### src/rtl/nib_link_pkg.sv
package nib_link_pkg;

   // receiver alignment mode
   typedef enum logic {
      RX_HUNT  = 1'b0,   // waiting for a marker
      RX_TRACK = 1'b1    // aligned, gathering nibbles
   } rx_mode_e;

endpackage

### src/rtl/nib_tx_serializer.sv
module nib_tx_serializer #(
   parameter int WORD_W = 16,
   parameter int LANE_W = 4
) (
   input  logic              clk,
   input  logic              rst_n,
   input  logic [WORD_W-1:0] word_i,
   output logic              fetch_o,
   output logic [LANE_W-1:0] nib_o,
   output logic              mark_o
);
   localparam int LANES = WORD_W / LANE_W;
   localparam int PH_W  = $clog2(LANES);
   localparam logic [PH_W-1:0] PH_LAST = PH_W'(LANES - 1);

   logic [PH_W-1:0]   ph_q;
   logic [WORD_W-1:0] sh_q;

   // fetch on the last slot so the new word's top nibble leaves next cycle
   assign fetch_o = (ph_q == PH_LAST);

   always_ff @(posedge clk or negedge rst_n) begin
      if (!rst_n) begin
         ph_q   <= PH_LAST;
         sh_q   <= '0;
         nib_o  <= '0;
         mark_o <= 1'b0;
      end else if (fetch_o) begin
         ph_q   <= '0;
         nib_o  <= word_i[WORD_W-1 -: LANE_W];
         sh_q   <= word_i << LANE_W;
         mark_o <= 1'b1;
      end else begin
         ph_q   <= ph_q + 1'b1;
         nib_o  <= sh_q[WORD_W-1 -: LANE_W];
         sh_q   <= sh_q << LANE_W;
         mark_o <= 1'b0;
      end
   end

   // marker follows every fetch edge
   p_mark_after_fetch_r3: assert property (@(posedge clk) disable iff (!rst_n)
      fetch_o |=> mark_o);
   // fetches are never adjacent
   p_fetch_apart_r2: assert property (@(posedge clk) disable iff (!rst_n)
      fetch_o |=> !fetch_o);

endmodule

### src/rtl/nib_rx_select.sv
module nib_rx_select #(
   parameter int LANE_W = 4
) (
   input  logic              loop_i,
   input  logic [LANE_W-1:0] ext_nib_i,
   input  logic              ext_mark_i,
   input  logic [LANE_W-1:0] lb_nib_i,
   input  logic              lb_mark_i,
   output logic [LANE_W-1:0] nib_o,
   output logic              mark_o
);
   always_comb begin
      if (loop_i) begin
         nib_o  = lb_nib_i;
         mark_o = lb_mark_i;
      end else begin
         nib_o  = ext_nib_i;
         mark_o = ext_mark_i;
      end
   end
endmodule

### src/rtl/nib_rx_deframer.sv
module nib_rx_deframer
   import nib_link_pkg::*;
#(
   parameter int WORD_W = 16,
   parameter int LANE_W = 4
) (
   input  logic              clk,
   input  logic              rst_n,
   input  logic [LANE_W-1:0] nib_i,
   input  logic              mark_i,
   output logic [WORD_W-1:0] word_o,
   output logic              valid_o,
   output logic              err_o
);
   localparam int LANES = WORD_W / LANE_W;
   localparam int PH_W  = $clog2(LANES);
   localparam int REST_W = WORD_W - LANE_W;
   localparam logic [PH_W-1:0] PH_LAST = PH_W'(LANES - 1);

   rx_mode_e          mode_q;
   logic [PH_W-1:0]   ph_q;    // slot index of the next nibble
   logic [WORD_W-1:0] acc_q;

   always_ff @(posedge clk or negedge rst_n) begin
      if (!rst_n) begin
         mode_q  <= RX_HUNT;
         ph_q    <= '0;
         acc_q   <= '0;
         word_o  <= '0;
         valid_o <= 1'b0;
         err_o   <= 1'b0;
      end else begin
         valid_o <= 1'b0;
         err_o   <= 1'b0;
         if (mark_i) begin
            // early marker drops the partial word
            if (mode_q == RX_TRACK && ph_q != '0)
               err_o <= 1'b1;
            mode_q <= RX_TRACK;
            acc_q  <= {{REST_W{1'b0}}, nib_i};
            ph_q   <= PH_W'(1);
         end else if (mode_q == RX_TRACK) begin
            if (ph_q == '0) begin
               // marker due but absent
               err_o  <= 1'b1;
               mode_q <= RX_HUNT;
            end else if (ph_q == PH_LAST) begin
               word_o  <= {acc_q[REST_W-1:0], nib_i};
               valid_o <= 1'b1;
               ph_q    <= '0;
            end else begin
               acc_q <= {acc_q[REST_W-1:0], nib_i};
               ph_q  <= ph_q + 1'b1;
            end
         end
      end
   end

   // valid is a single-cycle pulse
   p_valid_pulse_r9: assert property (@(posedge clk) disable iff (!rst_n)
      valid_o |=> !valid_o);
   // an alignment error never carries a word
   p_err_no_word_r7: assert property (@(posedge clk) disable iff (!rst_n)
      err_o |-> !valid_o);
   // hunting without a marker yields no word
   p_hunt_no_word_r6: assert property (@(posedge clk) disable iff (!rst_n)
      (mode_q == RX_HUNT && !mark_i) |=> !valid_o);

endmodule

### src/rtl/nib_word_link.sv
module nib_word_link #(
   parameter int WORD_W = 16,
   parameter int LANE_W = 4
) (
   input  logic              clk,
   input  logic              rst_n,
   input  logic [WORD_W-1:0] tx_word_i,
   output logic              tx_fetch_o,
   output logic [LANE_W-1:0] cnv_txd_o,
   output logic              cnv_tx_mark_o,
   input  logic [LANE_W-1:0] cnv_rxd_i,
   input  logic              cnv_rx_mark_i,
   input  logic              loop_sel_i,
   output logic [WORD_W-1:0] rx_word_o,
   output logic              rx_valid_o,
   output logic              rx_align_err_o
);
   localparam int LANES = WORD_W / LANE_W;

   generate
      if (LANE_W < 1 || WORD_W % LANE_W != 0) begin : g_bad_lane
         $error("WORD_W must be a multiple of LANE_W");
      end
      if (LANES < 2) begin : g_bad_lanes
         $error("a word needs at least two nibble slots");
      end
   endgenerate

   logic [LANE_W-1:0] sel_nib;
   logic              sel_mark;

   nib_tx_serializer #(.WORD_W(WORD_W), .LANE_W(LANE_W)) u_tx (
      .clk     (clk),
      .rst_n   (rst_n),
      .word_i  (tx_word_i),
      .fetch_o (tx_fetch_o),
      .nib_o   (cnv_txd_o),
      .mark_o  (cnv_tx_mark_o)
   );

   nib_rx_select #(.LANE_W(LANE_W)) u_sel (
      .loop_i     (loop_sel_i),
      .ext_nib_i  (cnv_rxd_i),
      .ext_mark_i (cnv_rx_mark_i),
      .lb_nib_i   (cnv_txd_o),
      .lb_mark_i  (cnv_tx_mark_o),
      .nib_o      (sel_nib),
      .mark_o     (sel_mark)
   );

   nib_rx_deframer #(.WORD_W(WORD_W), .LANE_W(LANE_W)) u_rx (
      .clk     (clk),
      .rst_n   (rst_n),
      .nib_i   (sel_nib),
      .mark_i  (sel_mark),
      .word_o  (rx_word_o),
      .valid_o (rx_valid_o),
      .err_o   (rx_align_err_o)
   );

   // in loopback an external marker alone starts no word
   p_loop_ext_ignored_r4: assert property (@(posedge clk) disable iff (!rst_n)
      (loop_sel_i && !cnv_tx_mark_o && cnv_rx_mark_i && !$past(cnv_tx_mark_o)
       && $past(rx_valid_o)) |=> !rx_align_err_o);

endmodule

### config.mk
export PLATFORM = sky130hd
export DESIGN_NAME = nib_word_link
export DESIGN_NICKNAME = d
export VERILOG_FILES = /design/src/rtl/nib_link_pkg.sv /design/src/rtl/nib_tx_serializer.sv /design/src/rtl/nib_rx_select.sv /design/src/rtl/nib_rx_deframer.sv /design/src/rtl/nib_word_link.sv
export SDC_FILE = /design/constraint.sdc
export NUM_CORES = 1
export LEC_CHECK = 0
export ABC_AREA = 1
export BUFFER_PORTS_ARGS = -buffer_cell sky130_fd_sc_hd__buf_2
export CAP_MARGIN = 15
export CORE_UTILIZATION = 60
export CTS_BUF_LIST = sky130_fd_sc_hd__clkbuf_4 sky130_fd_sc_hd__clkbuf_8
export CTS_CLUSTER_SIZE = 16
export DETAILED_ROUTE_END_ITERATION = 7
export GPL_ROUTABILITY_DRIVEN = 0
export PLACE_DENSITY = 0.9
export SLEW_MARGIN = 30
export SYNTH_ARGS = -nofsm -noshare
export SYNTH_HDL_FRONTEND = slang
export SYNTH_SLANG_ARGS = --single-unit
### constraint.sdc
create_clock -name clk -period 3.4 [get_ports clk]
set_input_delay 0.85 -clock clk [delete_from_list [all_inputs] [get_ports clk]]
set_output_delay 0.85 -clock clk [all_outputs]
set_load 0.005 [all_outputs]
==> results.sh, run 1 <==
export IMPL_die_width_um=62.17
export IMPL_worst_r2r_setup_slack_ns=1.65
export IMPL_postCtsHoldBufs=0
export IMPL_final_worst_path_cycle_share=0.6742
export IMPL_via_count_of_the_first_global_routing_pass=1574
export IMPL_overflow=0
export IMPL_holdCritPathClass="reg2reg"
export IMPL_io_buffer_count=47
export IMPL_critical_path_reg2reg_startpoint="u_rx.ph_q[0]$_DFFE_PN0P_"
export IMPL_rsz0062_at_grt="no"
export IMPL_crit_arrival_ns=1.44
export IMPL_p_int_uw=1006
export IMPL_dieHeight_um=62.17
export IMPL_wire_per_inst_um=12.84
export IMPL_share_comb_of_total_power=0.268
export IMPL_yosysSeqAreaShare=0.6002
export IMPL_cts_h_tree_lvls=2
export IMPL_finalCriticalPeriod_ns=2.292
export IMPL_wire_length_of_the_first_global_routing_pass_um=6775
export IMPL_i_o_pins=48
export IMPL_mappedNetlistNets=240
export IMPL_path_max_fanout=19
export IMPL_drtIter0Drc=81
export IMPL_outcome="completed"
export IMPL_max_clock_freq_mhz=436.3
export IMPL_post_route_util=0.7279
export IMPL_detailedPlacementHpwl_um=2821
export IMPL_grt_start_max_net_pins=53
export IMPL_synthCells=212
export IMPL_synth_area_um2=2172
export IMPL_antennaDiodeCount=0
export IMPL_post_drt_via_cell_ratio=5.193
export IMPL_drt_wl_total_um=3916
export IMPL_count_of_different_cell_masters_after_synthesis=20
export IMPL_hold_path_cell_count=2
export IMPL_post_synth_main_area_contributors="dfrtp_1 (58%), nand2_1 (12%), mux2_2 (6.2%)"
export IMPL_cts_root_buf="clkbuf_4"
export IMPL_worst_setup_path_start_kind="flip-flop"
export IMPL_cts_resized_gates=0
export IMPL_floorplan_rows=21
export IMPL_switching_power_uw=522.2
export IMPL_global_route_usage_total=0.2310
export IMPL_syn_area_per_cell_um2=10.25
export IMPL_drtPass1Iterations=4
export IMPL_worst_hold_path_endpoint="u_rx.word_o[12]$_DFFE_PN0P_"
export IMPL_synthToLayoutAreaGrowth_pct=13.59
export IMPL_final_cell_count_no_fill=305
export IMPL_start_point_of_the_worst_hold_path="u_rx.word_o[12]$_DFFE_PN0P_"
export IMPL_yosys_area_top_type="dfrtp_1"
export IMPL_powerDensity_nw_per_um2=619.3
export IMPL_total_via_count_after_detailed_routing=1584
export IMPL_total_power_uw=1528
export IMPL_timing_critical_path_to_type="primary output"
export IMPL_yosys_warnings=0
export IMPL_cts_sinks=52
export IMPL_worst_r2r_endpoint="u_rx.word_o[2]$_DFFE_PN0P_"
export IMPL_timing_slew_headroom=0.5836
export IMPL_fin_nets=286
export IMPL_post_cts_setup_buffer_count=0
export IMPL_worst_setup_path_type="reg2out"
export IMPL_synth_top_cell_area_share=0.5760
export IMPL_initial_utilization=0.6408
export IMPL_irDropWorstVdd_mv=0.4435
export IMPL_clkTransAtPathRegs_ns=0.15
export IMPL_dp_cells=297
export IMPL_fin_setup_tns_ns=0
export IMPL_core_area_um2=3390
export IMPL_cts_buffers=5
export IMPL_drc=0
export IMPL_final_hold_fails=0
export IMPL_clockPowerShare=0.192
export IMPL_share_seq_of_total_power=0.539
export IMPL_rr_worst_depth=6
export IMPL_final_setup_violation_count=0
export IMPL_post_route_worst_setup_slack_ns=1.108
export IMPL_ys_seq_elements=52
export IMPL_cap_violations=0
export IMPL_worstPathRequired_ns=2.55
export IMPL_clock_tree_buffer_depth=2
export IMPL_clock_insertion_delay_worst_skew_ns=0.38
export IMPL_switching_share=0.3417
export IMPL_finalClockSkew_ns=0.01514
export IMPL_design_die_area_um2=3864
export IMPL_pre_cts_slack_ns=1.337
export IMPL_tightest_slew_ns=0.6246
export IMPL_antenna_found_initial=0
export IMPL_drtAntennaViolNets=0
export IMPL_slew_viol_final=0
export IMPL_p_leak_uw=0.001389
export IMPL_tritoncts="done"
export IMPL_drive_gt1_frac=0.2896
[layer usage]
metal | GRT usage | share of wire | vias to the layer above
met5 | 0 | 0 | -
met4 | 0.1105 | 0.021 | 0
met3 | 0.09191 | 0.080 | 9
met2 | 0.3956 | 0.51 | 49
met1 | 0.2484 | 0.39 | 739
li1 | - | - | 787
[layout make-up]
type,count,area [um2]
clock inverter,2,15.01
tap,46,57.56
clock buffer,6,51.30
fill,262,922.1
multi-input combinational,135,733.2
inverter,15,56.30
timing repair buffer,49,250.2
sequential,52,1304
[cells by family (layout without fill, tap and decap cells)]
logic type / after synthesis / count (layout) / synth area share
compound gates: 3 / 3 / 0.006910
fa+ha+maj: 4 / 4 / 0.02304
buf+inv: 25 / 72 / 0.06220
flops: 52 / 52 / 0.6002
mux: 12 / 12 / 0.06221
simple gates: 116 / 116 / 0.2454
[power groups by stage]
stage	sequential (uW)	clock, uW	combinational (uW)
after floorplan	833	0	268
after global placement	830	0	397
after detailed placement	837	0	418
after CTS	825	306	418
after global routing	840	331	468
final	824	294	410
[how the worst max path moves through the flow]
stage                           startpoint                         end  cells after the start
floorplan           u_tx.ph_q[0]$_DFF_PN1_     u_tx.nib_o[0]$_DFF_PN0_                      4
global placement                loop_sel_i  u_rx.word_o[6]$_DFFE_PN0P_                      7
detailed placement              loop_sel_i  u_rx.word_o[0]$_DFFE_PN0P_                      7
CTS                 u_tx.ph_q[0]$_DFF_PN1_                  tx_fetch_o                      3
global route        u_tx.ph_q[0]$_DFF_PN1_                  tx_fetch_o                      3
finish              u_tx.ph_q[0]$_DFF_PN1_                  tx_fetch_o                      3
[cells in the mapped netlist (all sizes together)]
library cell / n
o21ai: 3
nand2: 73
nor2: 3
dfrtp: 50
clkbuf: 1
ha: 4
mux2: 12
nand3: 24
clkinv: 2
buf: 9
nand4: 16
inv: 13
dfstp: 2
[worst max-delay path: stages (launching register included)]
cell	delay, ns
dfstp_2	0.56
ha_1	0.13
buf_4	0.23
buf_2	0.15
[layout by cell type, fill, tap and decap left out]
master,n
inv_2,1
inv_1,12
clkbuf_8,1
nand2_1,72
ha_1,4
nor2_1,2
clkinvlp_4,2
dfstp_2,2
mux2_2,12
nand2_4,1
buf_4,2
nand3_1,23
o21ai_0,3
dfrtp_1,50
buf_2,47
clkinv_1,2
nor2_4,1
clkbuf_4,5
nand4_1,16
nand3_4,1
[state kept, by name, indices dropped and copies added (netlist names)]
name / cells
u_rx.acc_q: 12
u_rx.err_o: 1
u_rx.mode_q: 1
u_rx.ph_q: 2
u_rx.valid_o: 1
u_rx.word_o: 16
u_tx.mark_o: 1
u_tx.nib_o: 4
u_tx.ph_q: 2
u_tx.sh_q: 12
[metrics by stage]
stage          instance area, um2  hold slack (ns)
2_1_floorplan                2172           0.4555
3_3_place_gp                 2401           0.4503
3_5_place_dp                 2401           0.4544
4_1_cts                      2467           0.4902
5_1_grt                      2467           0.4954
6_report                     2467           0.4828
Power figures use the tool's default switching activity.
==> run 2: changes to the inputs <==
- CORE_UTILIZATION: 60 -> 55
- PLACE_DENSITY: 0.9 -> 0.84
- clock period: 3.4 -> 2.3 ns (I/O delays scaled with it)
==> run 2 against run 1 <==
  * Via count is essentially flat
  * Cell area grew 2.0%
  * Combinational power grew 53%
  * Register-to-register slack lost 1.1 ns
  * Count of clock-buffer cells in the layout grew 2
  * First-iteration DRC count grew 48%
  * Largest power group unchanged
  * Core utilization shrank 5.1 points
  * Global-route usage shrank 0.67 points
  * Critical endpoint unchanged
  * Routed wire length grew 1.9%
  * Critical path depth shrank 1
  * Clock power grew 86%
  * Setup slack lost 0.52 ns
==> results.sh, run 2 (synthesis gave the netlist of run 1 again) <==
export IMPL_outcome="completed"
export IMPL_dieHeight_um=64.84
export IMPL_timing_critical_path_to_type="primary output"
export IMPL_i_o_pins=48
export IMPL_initial_utilization=0.5845
export IMPL_floorplan_rows=22
export IMPL_tritoncts="done"
export IMPL_irDropWorstVdd_mv=0.5423
export IMPL_drtAntennaViolNets=0
export IMPL_mostFrequentLayoutCells="nand2_1 (72), dfrtp_1 (50), buf_2 (47)"
export IMPL_global_route_usage_total=0.2242
export IMPL_cap_violations=0
export IMPL_fin_worst_hold_slack_ns=0.1656
export IMPL_path_max_fanout=2
export IMPL_design_die_area_um2=4204
export IMPL_drive_gt1_frac=0.2950
export IMPL_total_via_count_after_detailed_routing=1585
export IMPL_clock_tree_buffer_depth=2
export IMPL_cts_resized_gates=0
export IMPL_antennaDiodeCount=0
export IMPL_fin_setup_tns_ns=0
export IMPL_layout_commonest_cell="nand2_1"
export IMPL_holdCritPathClass="in2async"
export IMPL_slew_viol_final=0
export IMPL_final_hold_fails=0
export IMPL_wire_length_of_the_first_global_routing_pass_um=7065
export IMPL_drt_wl_total_um=3992
export IMPL_p_int_uw=1614
export IMPL_worst_setup_path_type="reg2out"
export IMPL_finalCriticalPeriod_ns=1.707
export IMPL_drtPass1Iterations=4
export IMPL_detailedPlacementHpwl_um=2857
export IMPL_powerDensity_nw_per_um2=948.2
export IMPL_cts_sinks=52
export IMPL_post_drt_via_cell_ratio=5.129
export IMPL_worstPathRequired_ns=1.73
export IMPL_tightest_slew_ns=0.5114
export IMPL_finalClockSkew_ns=0.002830
export IMPL_clock_insertion_delay_worst_skew_ns=0.30
export IMPL_grt_start_max_net_pins=46
export IMPL_post_route_util=0.6771
export IMPL_cts_buffers=5
export IMPL_post_cts_setup_buffer_count=0
export IMPL_cts_h_tree_lvls=2
export IMPL_via_count_of_the_first_global_routing_pass=1569
export IMPL_crit_arrival_ns=1.13
export IMPL_cts_root_buf="clkbuf_8"
export IMPL_timing_slew_headroom=0.6570
export IMPL_fin_nets=288
export IMPL_io_buffer_count=47
export IMPL_rr_worst_depth=9
export IMPL_final_worst_path_cycle_share=0.7424
export IMPL_die_width_um=64.84
export IMPL_share_comb_of_total_power=0.263
export IMPL_core_area_um2=3716
export IMPL_worst_r2r_setup_slack_ns=0.59
export IMPL_switching_share=0.3233
export IMPL_synthToLayoutAreaGrowth_pct=15.84
export IMPL_drc=0
export IMPL_overflow=0
export IMPL_rsz0062_at_grt="no"
export IMPL_worst_setup_path_start_kind="flip-flop"
export IMPL_drtIter0Drc=120
export IMPL_largest_register_ff_count=16
export IMPL_clkTransAtPathRegs_ns=0.08
export IMPL_p_leak_uw=0.001421
export IMPL_postCtsHoldBufs=0
export IMPL_switching_power_uw=771.5
export IMPL_regs_by_ff_count="u_rx.word_o: 16 flops, u_rx.acc_q: 12 flops, u_tx.sh_q: 12 flops"
export IMPL_clockPowerShare=0.229
export IMPL_share_seq_of_total_power=0.508
export IMPL_final_setup_violation_count=0
export IMPL_max_clock_freq_mhz=585.7
export IMPL_antenna_found_initial=0
export IMPL_wire_per_inst_um=12.92
export IMPL_regMostFlops="u_rx.word_o"
## run 2: changes by cell type in the layout (fill, tap and decap cells not counted)
cell        previous run  this run
clkbuf_8               1         6
buf_4                  2         4
clkinvlp_4             2         0
clkbuf_4               5         2
## run 2: per-layer routing
layer	track usage	routed length, um	up-vias
met2	0.3750	1972	55
met4	0.04167	29	0
met3	0.08627	297	3
met1	0.2765	1692	744
li1	-	-	783
met5	0	0	-
## run 2: metrics by stage
| step | total power (uW) | area (um2) | worst slack (ns) | std cells |
|---|---|---|---|---|
| floorplan | 1628 | 2172 | 0.7516 | 212 |
| global placement | 1834 | 2419 | 0.5243 | 301 |
| detailed placement | 1864 | 2419 | 0.4815 | 301 |
| CTS | 2409 | 2516 | 0.5782 | 309 |
| global route | 2570 | 2516 | 0.4049 | 309 |
| finish | 2386 | 2516 | 0.5925 | 309 |
## run 2: area by class of cell
class | count | area [um2]
clock buffer | 8 | 97.59
fill | 310 | 1200
inverter | 15 | 56.30
multi-input combinational | 135 | 733.2
sequential | 52 | 1304
tap | 48 | 60.06
timing repair buffer | 51 | 265.3
## run 2: worst max-delay path, cell delays in order, from the launching register on
cell	delay, ns
dfstp_2	0.54
ha_1	0.18
buf_2	0.12
## run 2: power groups by stage
stage | Clock (uW) | Combinational, uW | Sequential (uW)
CTS | 559 | 636 | 1210
finish | 546 | 627 | 1210
global placement | 0 | 608 | 1230
global route | 606 | 728 | 1240
floorplan | 0 | 396 | 1230
detailed placement | 0 | 633 | 1230
## run 2: final timing paths
path | from | end
max in group asynchronous | rst_n | u_tx.ph_q[0]$_DFF_PN1_
hold / removal | rst_n | u_rx.word_o[8]$_DFFE_PN0P_
min in group clk | tx_word_i[0] | u_tx.sh_q[4]$_DFF_PN0_
setup reg to reg | u_rx.ph_q[0]$_DFFE_PN0P_ | u_rx.acc_q[1]$_DFFE_PN0P_
setup / recovery | u_tx.ph_q[0]$_DFF_PN1_ | tx_fetch_o
hold reg to reg | u_rx.word_o[9]$_DFFE_PN0P_ | u_rx.word_o[9]$_DFFE_PN0P_
==> run 3: changes to the inputs <==
- clock period: 2.3 -> 1.6 ns (I/O delays scaled with it)
==> run 3 against run 2 <==
  * Sequential cell count unchanged
  * Sequential power increased by 44%
  * Register-to-register slack got worse by 0.49 ns
  * Critical path depth unchanged
  * Cell count increased by 2.9%
  * Clock skew increased by 0.0023 ns
==> results.sh, run 3 (synthesis gave the netlist of run 1 again) <==
export IMPL_p_leak_uw=0.001453
export IMPL_outcome="completed"
export IMPL_tightest_slew_ns=0.3219
export IMPL_floorplan_rows=22
export IMPL_final_setup_violation_count=0
export IMPL_detailedPlacementHpwl_um=2907
export IMPL_dieHeight_um=64.84
export IMPL_pre_cts_slack_ns=0.002607
export IMPL_regMostFlops="u_rx.word_o"
export IMPL_core_area_um2=3716
export IMPL_layout_area_seq_um2=1304
export IMPL_wire_length_of_the_first_global_routing_pass_um=7107
export IMPL_timing_critical_path_to_type="primary output"
export IMPL_timing_slew_headroom=0.7854
export IMPL_hold_path_cell_count=3
export IMPL_fin_nets=297
export IMPL_wire_per_inst_um=12.79
export IMPL_i_o_pins=48
export IMPL_drive_gt1_frac=0.3333
export IMPL_drtIter0Drc=106
export IMPL_rsz0062_at_grt="no"
export IMPL_grt_start_max_net_pins=27
export IMPL_total_via_count_after_detailed_routing=1643
export IMPL_final_hold_fails=0
export IMPL_cpPeakStageDelay_ns=0.54
export IMPL_path_max_fanout=2
export IMPL_irDropWorstVdd_mv=0.7987
export IMPL_layout_commonest_cell="nand2_1"
export IMPL_antennaDiodeCount=0
export IMPL_crit_arrival_ns=1.16
export IMPL_crit_chain="ha_2 -> buf_2"
export IMPL_powerDensity_nw_per_um2=1368
export IMPL_max_clock_freq_mhz=642.0
export IMPL_regs_by_ff_count="u_rx.word_o: 16 flops, u_rx.acc_q: 12 flops, u_tx.sh_q: 12 flops"
export IMPL_worst_setup_path_type="reg2out"
export IMPL_placement_cell_area_um2=2469
export IMPL_layout_filler_cells=316
export IMPL_multiInputGateArea_um2=738.2
export IMPL_slew_viol_final=0
export IMPL_io_buffer_count=47
export IMPL_post_route_worst_setup_slack_ns=0.04227
export IMPL_antenna_found_initial=0
export IMPL_drt_wl_total_um=4066
export IMPL_worstPathRequired_ns=1.20
export IMPL_post_drt_via_cell_ratio=5.167
export IMPL_overflow=0
export IMPL_drtPass1Iterations=4
export IMPL_clock_tree_buffer_depth=2
export IMPL_cts_buffers=5
export IMPL_clkTransAtPathRegs_ns=0.08
export IMPL_holdCritPathClass="in2reg"
export IMPL_timing_critical_path_slowest_stage_cell="dfstp_2"
export IMPL_synthToLayoutAreaGrowth_pct=20.22
export IMPL_finalCriticalPeriod_ns=1.558
export IMPL_rr_worst_depth=6
export IMPL_worst_setup_path_start_kind="flip-flop"
export IMPL_fin_setup_tns_ns=0
export IMPL_design_die_area_um2=4204
export IMPL_largest_register_ff_count=16
export IMPL_initial_utilization=0.5845
export IMPL_drtAntennaViolNets=0
export IMPL_clock_insertion_delay_worst_skew_ns=0.30
export IMPL_final_worst_path_cycle_share=0.9736
export IMPL_cts_root_buf="clkbuf_8"
export IMPL_postLayoutCellArea_um2=2611
export IMPL_finalClockSkew_ns=0.005084
export IMPL_global_route_usage_total=0.2252
export IMPL_cap_violations=0
export IMPL_via_count_of_the_first_global_routing_pass=1687
export IMPL_die_width_um=64.84
export IMPL_mostFrequentLayoutCells="nand2_1 (71), dfrtp_1 (50), buf_2 (47)"
export IMPL_cts_h_tree_lvls=2
export IMPL_tritoncts="done"
export IMPL_cts_sinks=52
export IMPL_drc=0
run 3: cell types whose count changed in the layout (fill, tap and decap cells not counted), sizes merged:
cell,previous run,this run
buf,51,59
dlygate4sd3,0,1
clkinv,2,1
clkinvlp,0,2
inv,13,12
run 3: layout make-up:
cell class / instances / area share
Clock buffer: 8 / 0.03737
Multi-Input combinational cell: 135 / 0.2827
Tap cell: 48 / 0.02300
Inverter: 15 / 0.02444
Sequential cell: 52 / 0.4993
Timing Repair Buffer: 60 / 0.1332
run 3: final timing paths:
check | from | endpoint | slack (ns)
max | u_tx.ph_q[0]$_DFF_PN1_ | tx_fetch_o | 0.04
min | tx_word_i[0] | u_tx.sh_q[4]$_DFF_PN0_ | 0.28
max reg2reg | u_rx.ph_q[0]$_DFFE_PN0P_ | u_rx.word_o[8]$_DFFE_PN0P_ | 0.10
min reg2reg | u_rx.word_o[11]$_DFFE_PN0P_ | u_rx.word_o[11]$_DFFE_PN0P_ | 0.47
max in group asynchronous | rst_n | u_tx.ph_q[0]$_DFF_PN1_ | 0.58
min in group asynchronous | rst_n | u_rx.word_o[4]$_DFFE_PN0P_ | 0.44
run 3: metal layers:
metal | global-route usage | up-vias | share of wire
met5 | 0 | - | 0
met4 | 0.06667 | 0 | 0.0020
met3 | 0.09155 | 2 | 0.079
met2 | 0.3971 | 58 | 0.51
met1 | 0.2456 | 777 | 0.41
li1 | - | 806 | -
run 3: timing repair:
item / in CTS / in global routing
buffers inserted: 3 / 0
hold buffers: 1 / 0
pin swaps: 0 / 1
hold endpoints to repair: 4 / 0
cloned: 0 / 0
gates resized for setup: 2 / 3
setup endpoints to repair: 4 / 16
run 3: power breakdown:
group | internal [uW] | switching, uW
Sequential | 1590 | 153
Combinational | 455 | 591
Clock | 387 | 395
Total | 2430 | 1140
run 3: stage by stage:
| stage | util | hold slack [ns] | power (uW) | std cells |
|---|---|---|---|---|
| detailed placement | 0.6643 | 0.2251 | 2721 | 306 |
| floorplan | - | 0.1044 | 2340 | 212 |
| global placement | 0.6643 | 0.2251 | 2680 | 306 |
| finish | 0.7027 | 0.2842 | 3571 | 318 |
| CTS | 0.7010 | 0.2763 | 3584 | 318 |
| global route | 0.7027 | 0.2813 | 3830 | 318 |
run 3: worst max-delay path, delay by kind of cell (launching register included):
family	cells	cell delay [ns]
adder cells (fa/ha/maj)	1	0.20
flip-flops	1	0.54
buffers and inverters	1	0.12
